### src/rtl/dma_seq_pkg.sv
package dma_seq_pkg;

    typedef enum logic [1:0] {
        ST_READY   = 2'd0,
        ST_BUSY_RD = 2'd1,
        ST_BUSY_WR = 2'd2
    } seq_state_e;

    typedef enum logic [1:0] {
        EV_NONE  = 2'd0,
        EV_READ  = 2'd1,
        EV_WRITE = 2'd2,
        EV_BAD   = 2'd3
    } rq_event_e;

    typedef enum logic [1:0] {
        RE_NONE = 2'd0,
        RE_DATA = 2'd1,
        RE_ACK  = 2'd2,
        RE_BAD  = 2'd3
    } rsp_event_e;

    localparam logic [1:0] RQ_LOAD  = 2'd0;
    localparam logic [1:0] RQ_STORE = 2'd1;
    localparam logic [1:0] RSP_DATA = 2'd1;
    localparam logic [1:0] RSP_ACK  = 2'd2;

    localparam logic DIR_READ  = 1'b0;
    localparam logic DIR_WRITE = 1'b1;

    function automatic rq_event_e rq_classify(input logic fire, input logic [1:0] kind);
        if (!fire)                 return EV_NONE;
        else if (kind == RQ_LOAD)  return EV_READ;
        else if (kind == RQ_STORE) return EV_WRITE;
        else                       return EV_BAD;
    endfunction

    function automatic rsp_event_e rsp_classify(input logic vld, input logic [1:0] kind);
        if (!vld)                  return RE_NONE;
        else if (kind == RSP_DATA) return RE_DATA;
        else if (kind == RSP_ACK)  return RE_ACK;
        else                       return RE_BAD;
    endfunction

endpackage

### src/rtl/dma_seq_decode.sv
module dma_seq_decode
    import dma_seq_pkg::*;
#(
    parameter int AW        = 32,
    parameter int LINE_BITS = 6
) (
    input  logic          rq_fire,
    input  logic [1:0]    rq_kind,
    input  logic          rsp_valid,
    input  logic [1:0]    rsp_kind,
    input  logic [AW-1:0] rsp_addr,
    input  logic [AW-1:0] ent_line,
    output rq_event_e     rq_ev,
    output rsp_event_e    rsp_ev,
    output logic          line_hit
);
    localparam logic [AW-1:0] OFS_MASK = AW'((64'd1 << LINE_BITS) - 64'd1);

    always_comb begin
        rq_ev    = rq_classify(rq_fire, rq_kind);
        rsp_ev   = rsp_classify(rsp_valid, rsp_kind);
        line_hit = ((rsp_addr & ~OFS_MASK) == ent_line);
    end
endmodule

### src/rtl/dma_seq_entry.sv
module dma_seq_entry #(
    parameter int AW        = 32,
    parameter int DW        = 64,
    parameter int LINE_BITS = 6
) (
    input  logic          clk,
    input  logic          rst,
    input  logic          alloc,
    input  logic [AW-1:0] alloc_addr,
    input  logic          fill,
    input  logic [DW-1:0] fill_data,
    input  logic          release_ent,
    output logic          ent_valid,
    output logic [AW-1:0] ent_line,
    output logic [DW-1:0] ent_data
);
    localparam logic [AW-1:0] OFS_MASK = AW'((64'd1 << LINE_BITS) - 64'd1);

    always_ff @(posedge clk) begin
        if (rst) begin
            ent_valid <= 1'b0;
            ent_line  <= '0;
            ent_data  <= '0;
        end else begin
            if (alloc) begin
                ent_valid <= 1'b1;
                ent_line  <= alloc_addr & ~OFS_MASK;
            end else if (release_ent) begin
                ent_valid <= 1'b0;
            end
            if (fill) ent_data <= fill_data;
        end
    end
endmodule

### src/rtl/dma_seq_issue.sv
module dma_seq_issue #(
    parameter int AW        = 32,
    parameter int DW        = 64,
    parameter int LW        = 7,
    parameter int ISSUE_DLY = 6
) (
    input  logic          clk,
    input  logic          rst,
    input  logic          start,
    input  logic          s_kind,
    input  logic [AW-1:0] s_addr,
    input  logic [DW-1:0] s_data,
    input  logic [LW-1:0] s_len,
    input  logic          dir_ready,
    output logic          dir_valid,
    output logic          dir_kind,
    output logic [AW-1:0] dir_addr,
    output logic [DW-1:0] dir_data,
    output logic [LW-1:0] dir_len,
    output logic          pending,
    output logic          sent
);
    localparam int CNT_W = (ISSUE_DLY < 2) ? 1 : $clog2(ISSUE_DLY + 1);
    localparam logic [CNT_W-1:0] CNT_LOAD = CNT_W'(ISSUE_DLY);
    localparam logic [CNT_W-1:0] CNT_LAST = CNT_W'(1);

    logic [CNT_W-1:0] cnt_q;
    logic             arm_q;

    assign pending = arm_q | dir_valid;
    assign sent    = dir_valid & dir_ready;

    always_ff @(posedge clk) begin
        if (rst) begin
            cnt_q     <= '0;
            arm_q     <= 1'b0;
            dir_valid <= 1'b0;
            dir_kind  <= 1'b0;
            dir_addr  <= '0;
            dir_data  <= '0;
            dir_len   <= '0;
        end else begin
            if (start) begin
                cnt_q    <= CNT_LOAD;
                arm_q    <= 1'b1;
                dir_kind <= s_kind;
                dir_addr <= s_addr;
                dir_data <= s_data;
                dir_len  <= s_len;
            end else if (arm_q) begin
                if (cnt_q == CNT_LAST) begin
                    arm_q     <= 1'b0;
                    dir_valid <= 1'b1;
                end else begin
                    cnt_q <= cnt_q - CNT_LAST;
                end
            end
            if (sent) dir_valid <= 1'b0;
        end
    end
endmodule

### src/rtl/dma_seq_ctrl.sv
module dma_seq_ctrl
    import dma_seq_pkg::*;
#(
    parameter int AW                 = 32,
    parameter int DW                 = 64,
    parameter int LW                 = 7,
    parameter int IW                 = 4,
    parameter int LINE_BITS          = 6,
    parameter int ISSUE_DLY          = 6,
    parameter logic [IW-1:0] REQ_ID  = 4'd5
) (
    input  logic          clk,
    input  logic          rst,
    input  logic          rq_valid,
    output logic          rq_ready,
    input  logic [1:0]    rq_kind,
    input  logic [AW-1:0] rq_addr,
    input  logic [DW-1:0] rq_data,
    input  logic [LW-1:0] rq_len,
    output logic          dir_valid,
    input  logic          dir_ready,
    output logic          dir_kind,
    output logic [AW-1:0] dir_addr,
    output logic [IW-1:0] dir_src,
    output logic [DW-1:0] dir_data,
    output logic [LW-1:0] dir_len,
    input  logic          rsp_valid,
    output logic          rsp_ready,
    input  logic [1:0]    rsp_kind,
    input  logic [AW-1:0] rsp_addr,
    input  logic [DW-1:0] rsp_data,
    output logic          rd_done,
    output logic [AW-1:0] rd_line,
    output logic [DW-1:0] rd_data,
    output logic          wr_done,
    output logic [AW-1:0] wr_line,
    output logic          req_err,
    output logic          rsp_err
);
    seq_state_e state_q, state_d;
    rq_event_e  rq_ev;
    rsp_event_e rsp_ev;
    logic       line_hit, issue_pend, issue_sent, issued_q;
    logic       start, done_rd, done_wr;
    logic       ent_valid;
    logic [AW-1:0] ent_line;

    assign rsp_ready = 1'b1;
    assign dir_src   = REQ_ID;
    assign rq_ready  = (state_q == ST_READY) && !issue_pend;
    assign start     = (rq_ev == EV_READ) || (rq_ev == EV_WRITE);

    dma_seq_decode #(.AW(AW), .LINE_BITS(LINE_BITS)) u_dec (
        .rq_fire  (rq_valid & rq_ready),
        .rq_kind  (rq_kind),
        .rsp_valid(rsp_valid),
        .rsp_kind (rsp_kind),
        .rsp_addr (rsp_addr),
        .ent_line (ent_line),
        .rq_ev    (rq_ev),
        .rsp_ev   (rsp_ev),
        .line_hit (line_hit)
    );

    dma_seq_issue #(.AW(AW), .DW(DW), .LW(LW), .ISSUE_DLY(ISSUE_DLY)) u_iss (
        .clk      (clk),
        .rst      (rst),
        .start    (start),
        .s_kind   ((rq_ev == EV_WRITE) ? DIR_WRITE : DIR_READ),
        .s_addr   (rq_addr),
        .s_data   (rq_data),
        .s_len    (rq_len),
        .dir_ready(dir_ready),
        .dir_valid(dir_valid),
        .dir_kind (dir_kind),
        .dir_addr (dir_addr),
        .dir_data (dir_data),
        .dir_len  (dir_len),
        .pending  (issue_pend),
        .sent     (issue_sent)
    );

    dma_seq_entry #(.AW(AW), .DW(DW), .LINE_BITS(LINE_BITS)) u_ent (
        .clk        (clk),
        .rst        (rst),
        .alloc      (start),
        .alloc_addr (rq_addr),
        .fill       (done_rd),
        .fill_data  (rsp_data),
        .release_ent(done_rd | done_wr),
        .ent_valid  (ent_valid),
        .ent_line   (ent_line),
        .ent_data   (rd_data)
    );

    // A response only counts once the message went out and the entry is live.
    always_comb begin
        done_rd = (rsp_ev == RE_DATA) && (state_q == ST_BUSY_RD) && issued_q && ent_valid && line_hit;
        done_wr = (rsp_ev == RE_ACK)  && (state_q == ST_BUSY_WR) && issued_q && ent_valid && line_hit;
    end

    always_comb begin
        state_d = state_q;
        unique case (state_q)
            ST_READY: begin
                if (rq_ev == EV_READ)       state_d = ST_BUSY_RD;
                else if (rq_ev == EV_WRITE) state_d = ST_BUSY_WR;
            end
            ST_BUSY_RD: if (done_rd) state_d = ST_READY;
            ST_BUSY_WR: if (done_wr) state_d = ST_READY;
            default:    state_d = ST_READY;
        endcase
    end

    always_ff @(posedge clk) begin
        if (rst) begin
            state_q  <= ST_READY;
            issued_q <= 1'b0;
            rd_done  <= 1'b0;
            wr_done  <= 1'b0;
            req_err  <= 1'b0;
            rsp_err  <= 1'b0;
        end else begin
            state_q <= state_d;
            if (start)           issued_q <= 1'b0;
            else if (issue_sent) issued_q <= 1'b1;
            rd_done <= done_rd;
            wr_done <= done_wr;
            if (rq_ev == EV_BAD) req_err <= 1'b1;
            if ((rsp_ev != RE_NONE) && !done_rd && !done_wr) rsp_err <= 1'b1;
        end
    end

    assign rd_line = ent_line;
    assign wr_line = ent_line;
endmodule

### config.mk
export PLATFORM = sky130hd
export DESIGN_NAME = dma_seq_ctrl
export DESIGN_NICKNAME = d
export VERILOG_FILES = /design/src/rtl/dma_seq_pkg.sv /design/src/rtl/dma_seq_decode.sv /design/src/rtl/dma_seq_entry.sv /design/src/rtl/dma_seq_issue.sv /design/src/rtl/dma_seq_ctrl.sv
export SDC_FILE = /design/constraint.sdc
export NUM_CORES = 1
export LEC_CHECK = 0
export ABC_CLOCK_PERIOD_IN_PS = 4290
export BUFFER_PORTS_ARGS = -buffer_cell sky130_fd_sc_hd__buf_4
export CAP_MARGIN = 20
export CORE_MARGIN = 10
export CORE_UTILIZATION = 32
export DETAILED_ROUTE_END_ITERATION = 7
export HOLD_SLACK_MARGIN = 0.06
export PLACE_DENSITY = 0.7
export SLEW_MARGIN = 30
export SYNTH_ARGS = -nofsm -noshare
export SYNTH_HDL_FRONTEND = slang
export SYNTH_SLANG_ARGS = --single-unit
### constraint.sdc
create_clock -name clk -period 4.29 [get_ports clk]
set_input_delay 0.429 -clock clk [delete_from_list [all_inputs] [get_ports clk]]
set_output_delay 0.429 -clock clk [all_outputs]
set_load 0.01 [all_outputs]
==> impl_metrics.tcl <==
set metrics [dict create \
    grt.total_usage 0.1600 \
    ctsHoldBuffers 0 \
    yosysSeqAreaShare 0.4564 \
    p_per_area_nw_per_um2 525.5 \
    number_of_antenna_violations_at_the_first_check_in_global_routing 0 \
    detail_route.iter0.violations 237 \
    crit_path_max_fanout 64 \
    worstPathArrival_ns 3.08 \
    layout-drive-gt1-share 0.4066 \
    synth.yosys.warnings 0 \
    initial_util 0.3255 \
    ys_ff_latch 181 \
    io_buffers 427 \
    ios 451 \
    power_leakage_uw 0.005598 \
    h_tree_depth 4 \
    max_freq_mhz 365.8 \
    clock_path_buffers 2 \
    clkLatencyLatePin_ns 0.43 \
    synth_cell_type_count 34 \
    routed_wl_um 26460 \
    post-synth-top-area-fraction 0.4564 \
    outcome "finished, final reports clean" \
    antennaDiodeCount 0 \
    ir_drop_v 0.0004569 \
    power.total_uw 6038 \
    setup_viol 0 \
    detail_placement_hpwl_um 20670 \
    gp_congestion 0.7960 \
    wire_per_inst_um 17.94 \
    finalMaxSlewViolations 0 \
    synth-edff-count 0 \
    row_count 57 \
    synth_top_area_cell "sky130_fd_sc_hd__dfxtp_1" \
    postSynth.topFlopCell "sky130_fd_sc_hd__dfxtp_1" \
    cts_repair_resize_count 0 \
    relSlewSlack 0.4399 \
    avgViaCountPerCell 4.314 \
    unrepaired_setup_endpoints_after_global_routing "no" \
    syn-instance-count 789 \
    dieHeight_um 177.5 \
    skew_ns 0.01530 \
    grt_pass1_vias 6589 \
    cts_tree "yes" \
    final_nets 1351 \
    tightest_slew_ns 0.8190 \
    post_layout_minimum_cycle_time_ns 2.734 \
    cts_root_buf "sky130_fd_sc_hd__clkbuf_16" \
    type_of_the_setup_path_with_the_least_slack "flip-flop to flip-flop" \
    grt_overflow_total 0 \
    ant_nets 0 \
    post_synth_instance_area_um2 7940 \
    fp.dieW_um 177.5 \
    cts_post_setup_buffers_inserted 0 \
    drt_pre_antenna_iters 4 \
    worst_setup_path_start_kind "flip-flop" \
    core_area_um2 24390 \
    post_synth.cell_area_avg_um2 10.06 \
    cp_capture_type "flip-flop" \
    finalSetupTns_ns 0 \
    timing.hold.ws_ns 0.2255 \
    grt_start_max_net_pins 132 \
    worstPathRequired_ns 4.64 \
    most-common-layout-cells "428 x sky130_fd_sc_hd__buf_4, 181 x sky130_fd_sc_hd__dfxtp_1, 168 x sky130_fd_sc_hd__mux2i_1" \
    post_synth_main_area_contributors "sky130_fd_sc_hd__dfxtp_1 46%, sky130_fd_sc_hd__mux2i_1 21%, sky130_fd_sc_hd__nand2b_1 10%" \
    final_common_cell "sky130_fd_sc_hd__buf_4" \
    wire_length_of_the_first_global_routing_pass_um 39100 \
    tritoncts.num_buffers 17 \
    worstHoldPathType "input port to flip-flop" \
    layout_overhead_on_the_synthesized_area_pct 44.72 \
    design.die.area_um2 31510 \
    clock_sinks 181 \
    async_flop_share 0 \
    final_core_util 0.4711 \
    final_hold_viol_count 0 \
    path_clk_slew_ns 0.08 \
    period_share 0.6373 \
    cap_violations 0 \
    route.detailed.drc 0 \
    routed-via-count 6363 \
]
==> metal layers <==
metal / vias up / share of wire / GRT usage
met3: 17 / 0.12 / 0.08755
met5: - / 0 / 0
met1: 2904 / 0.38 / 0.1680
li1: 3185 / - / -
met2: 257 / 0.49 / 0.2754
met4: 0 / 0.0098 / 0.03647
==> power by group <==
| part | internal [uW] | switching [uW] |
|---|---|---|
| Combinational | 1180 | 1070 |
| Sequential | 1980 | 252 |
| Clock | 785 | 773 |
| Total | 3950 | 2090 |
==> final timing paths <==
kind	start	endpoint	slack, ns	cells past startpoint
setup / recovery	u_iss.dir_addr[16]	u_ent.ent_data[17]	1.56	6
setup reg to reg	u_iss.dir_addr[16]	u_ent.ent_data[17]	1.56	6
hold reg to reg	rsp_err	rsp_err	0.47	2
hold / removal	rq_addr[31]	u_iss.dir_addr[31]	0.23	3
==> area by class of cell <==
type                            count  area, um2
Clock buffer                       18      429.2
Clock inverter                     14      156.4
Fill cell                        2342      12900
Inverter                            7      26.28
Multi-Input combinational cell    500       3586
Sequential cell                   181       3623
Tap cell                          324      405.4
Timing Repair Buffer              431       3264
==> state kept, by name (all words and copies together), names as in the netlist, 2 cells and up <==
| name | flops |
|---|---|
| u_ent.ent_data | 64 |
| u_iss.dir_addr | 32 |
| u_iss.dir_data | 64 |
| u_iss.dir_len | 7 |
| state_q | 2 |
| u_iss.cnt_q | 3 |
==> worst max-delay path: stages, from the launching register on <==
cell and delay, ns:
sky130_fd_sc_hd__dfxtp_1 0.48, sky130_fd_sc_hd__xor2_1 0.12, sky130_fd_sc_hd__nor4_1 0.71, sky130_fd_sc_hd__nand4_1 0.28
sky130_fd_sc_hd__nor4_4 0.33, sky130_fd_sc_hd__buf_12 0.41, sky130_fd_sc_hd__mux2i_1 0.24
==> stage by stage <==
stage	cells	worst slack (ns)	instance area, um2
3_3_place_gp	1443	1.379	10910
5_1_grt	1475	1.344	11490
4_1_cts	1475	1.469	11490
6_report	1475	1.556	11490
3_5_place_dp	1443	1.396	10910
2_1_floorplan	804	1.763	7996
==> synth_stat cells, types with 2 or more instances <==
library cell and n:
sky130_fd_sc_hd__nor3_1 3, sky130_fd_sc_hd__dfxtp_1 181, sky130_fd_sc_hd__nand3_1 4, sky130_fd_sc_hd__buf_2 9
sky130_fd_sc_hd__inv_1 7, sky130_fd_sc_hd__xnor2_1 4, sky130_fd_sc_hd__nor2_1 110, sky130_fd_sc_hd__a211oi_1 2
sky130_fd_sc_hd__buf_8 5, sky130_fd_sc_hd__buf_4 70, sky130_fd_sc_hd__nand2_1 3, sky130_fd_sc_hd__o21ai_1 2
sky130_fd_sc_hd__mux2i_1 168, sky130_fd_sc_hd__o21a_1 2, sky130_fd_sc_hd__nor4_2 3, sky130_fd_sc_hd__a21oi_1 7
sky130_fd_sc_hd__xor2_1 24, sky130_fd_sc_hd__clkbuf_1 31, sky130_fd_sc_hd__ha_1 5, sky130_fd_sc_hd__conb_1 2
sky130_fd_sc_hd__nor4_1 4, sky130_fd_sc_hd__nand2b_1 131
==> kinds of logic (layout without fill, tap and decap cells) <==
| logic type | after synthesis | in the layout | synth area share |
|---|---|---|---|
| flip-flops | 181 | 181 | 0.4564 |
| buffers and inverters | 123 | 470 | 0.1007 |
| XOR/XNOR | 28 | 28 | 0.03088 |
| multiplexers | 168 | 168 | 0.2118 |
| AO/OA/AOI/OAI | 14 | 14 | 0.01056 |
| AND/OR/NAND/NOR | 268 | 268 | 0.1809 |
| adder cells (fa/ha/maj) | 5 | 5 | 0.007879 |
| other | 2 | 17 | 0.0009458 |
(Power assumes the default switching activity.)
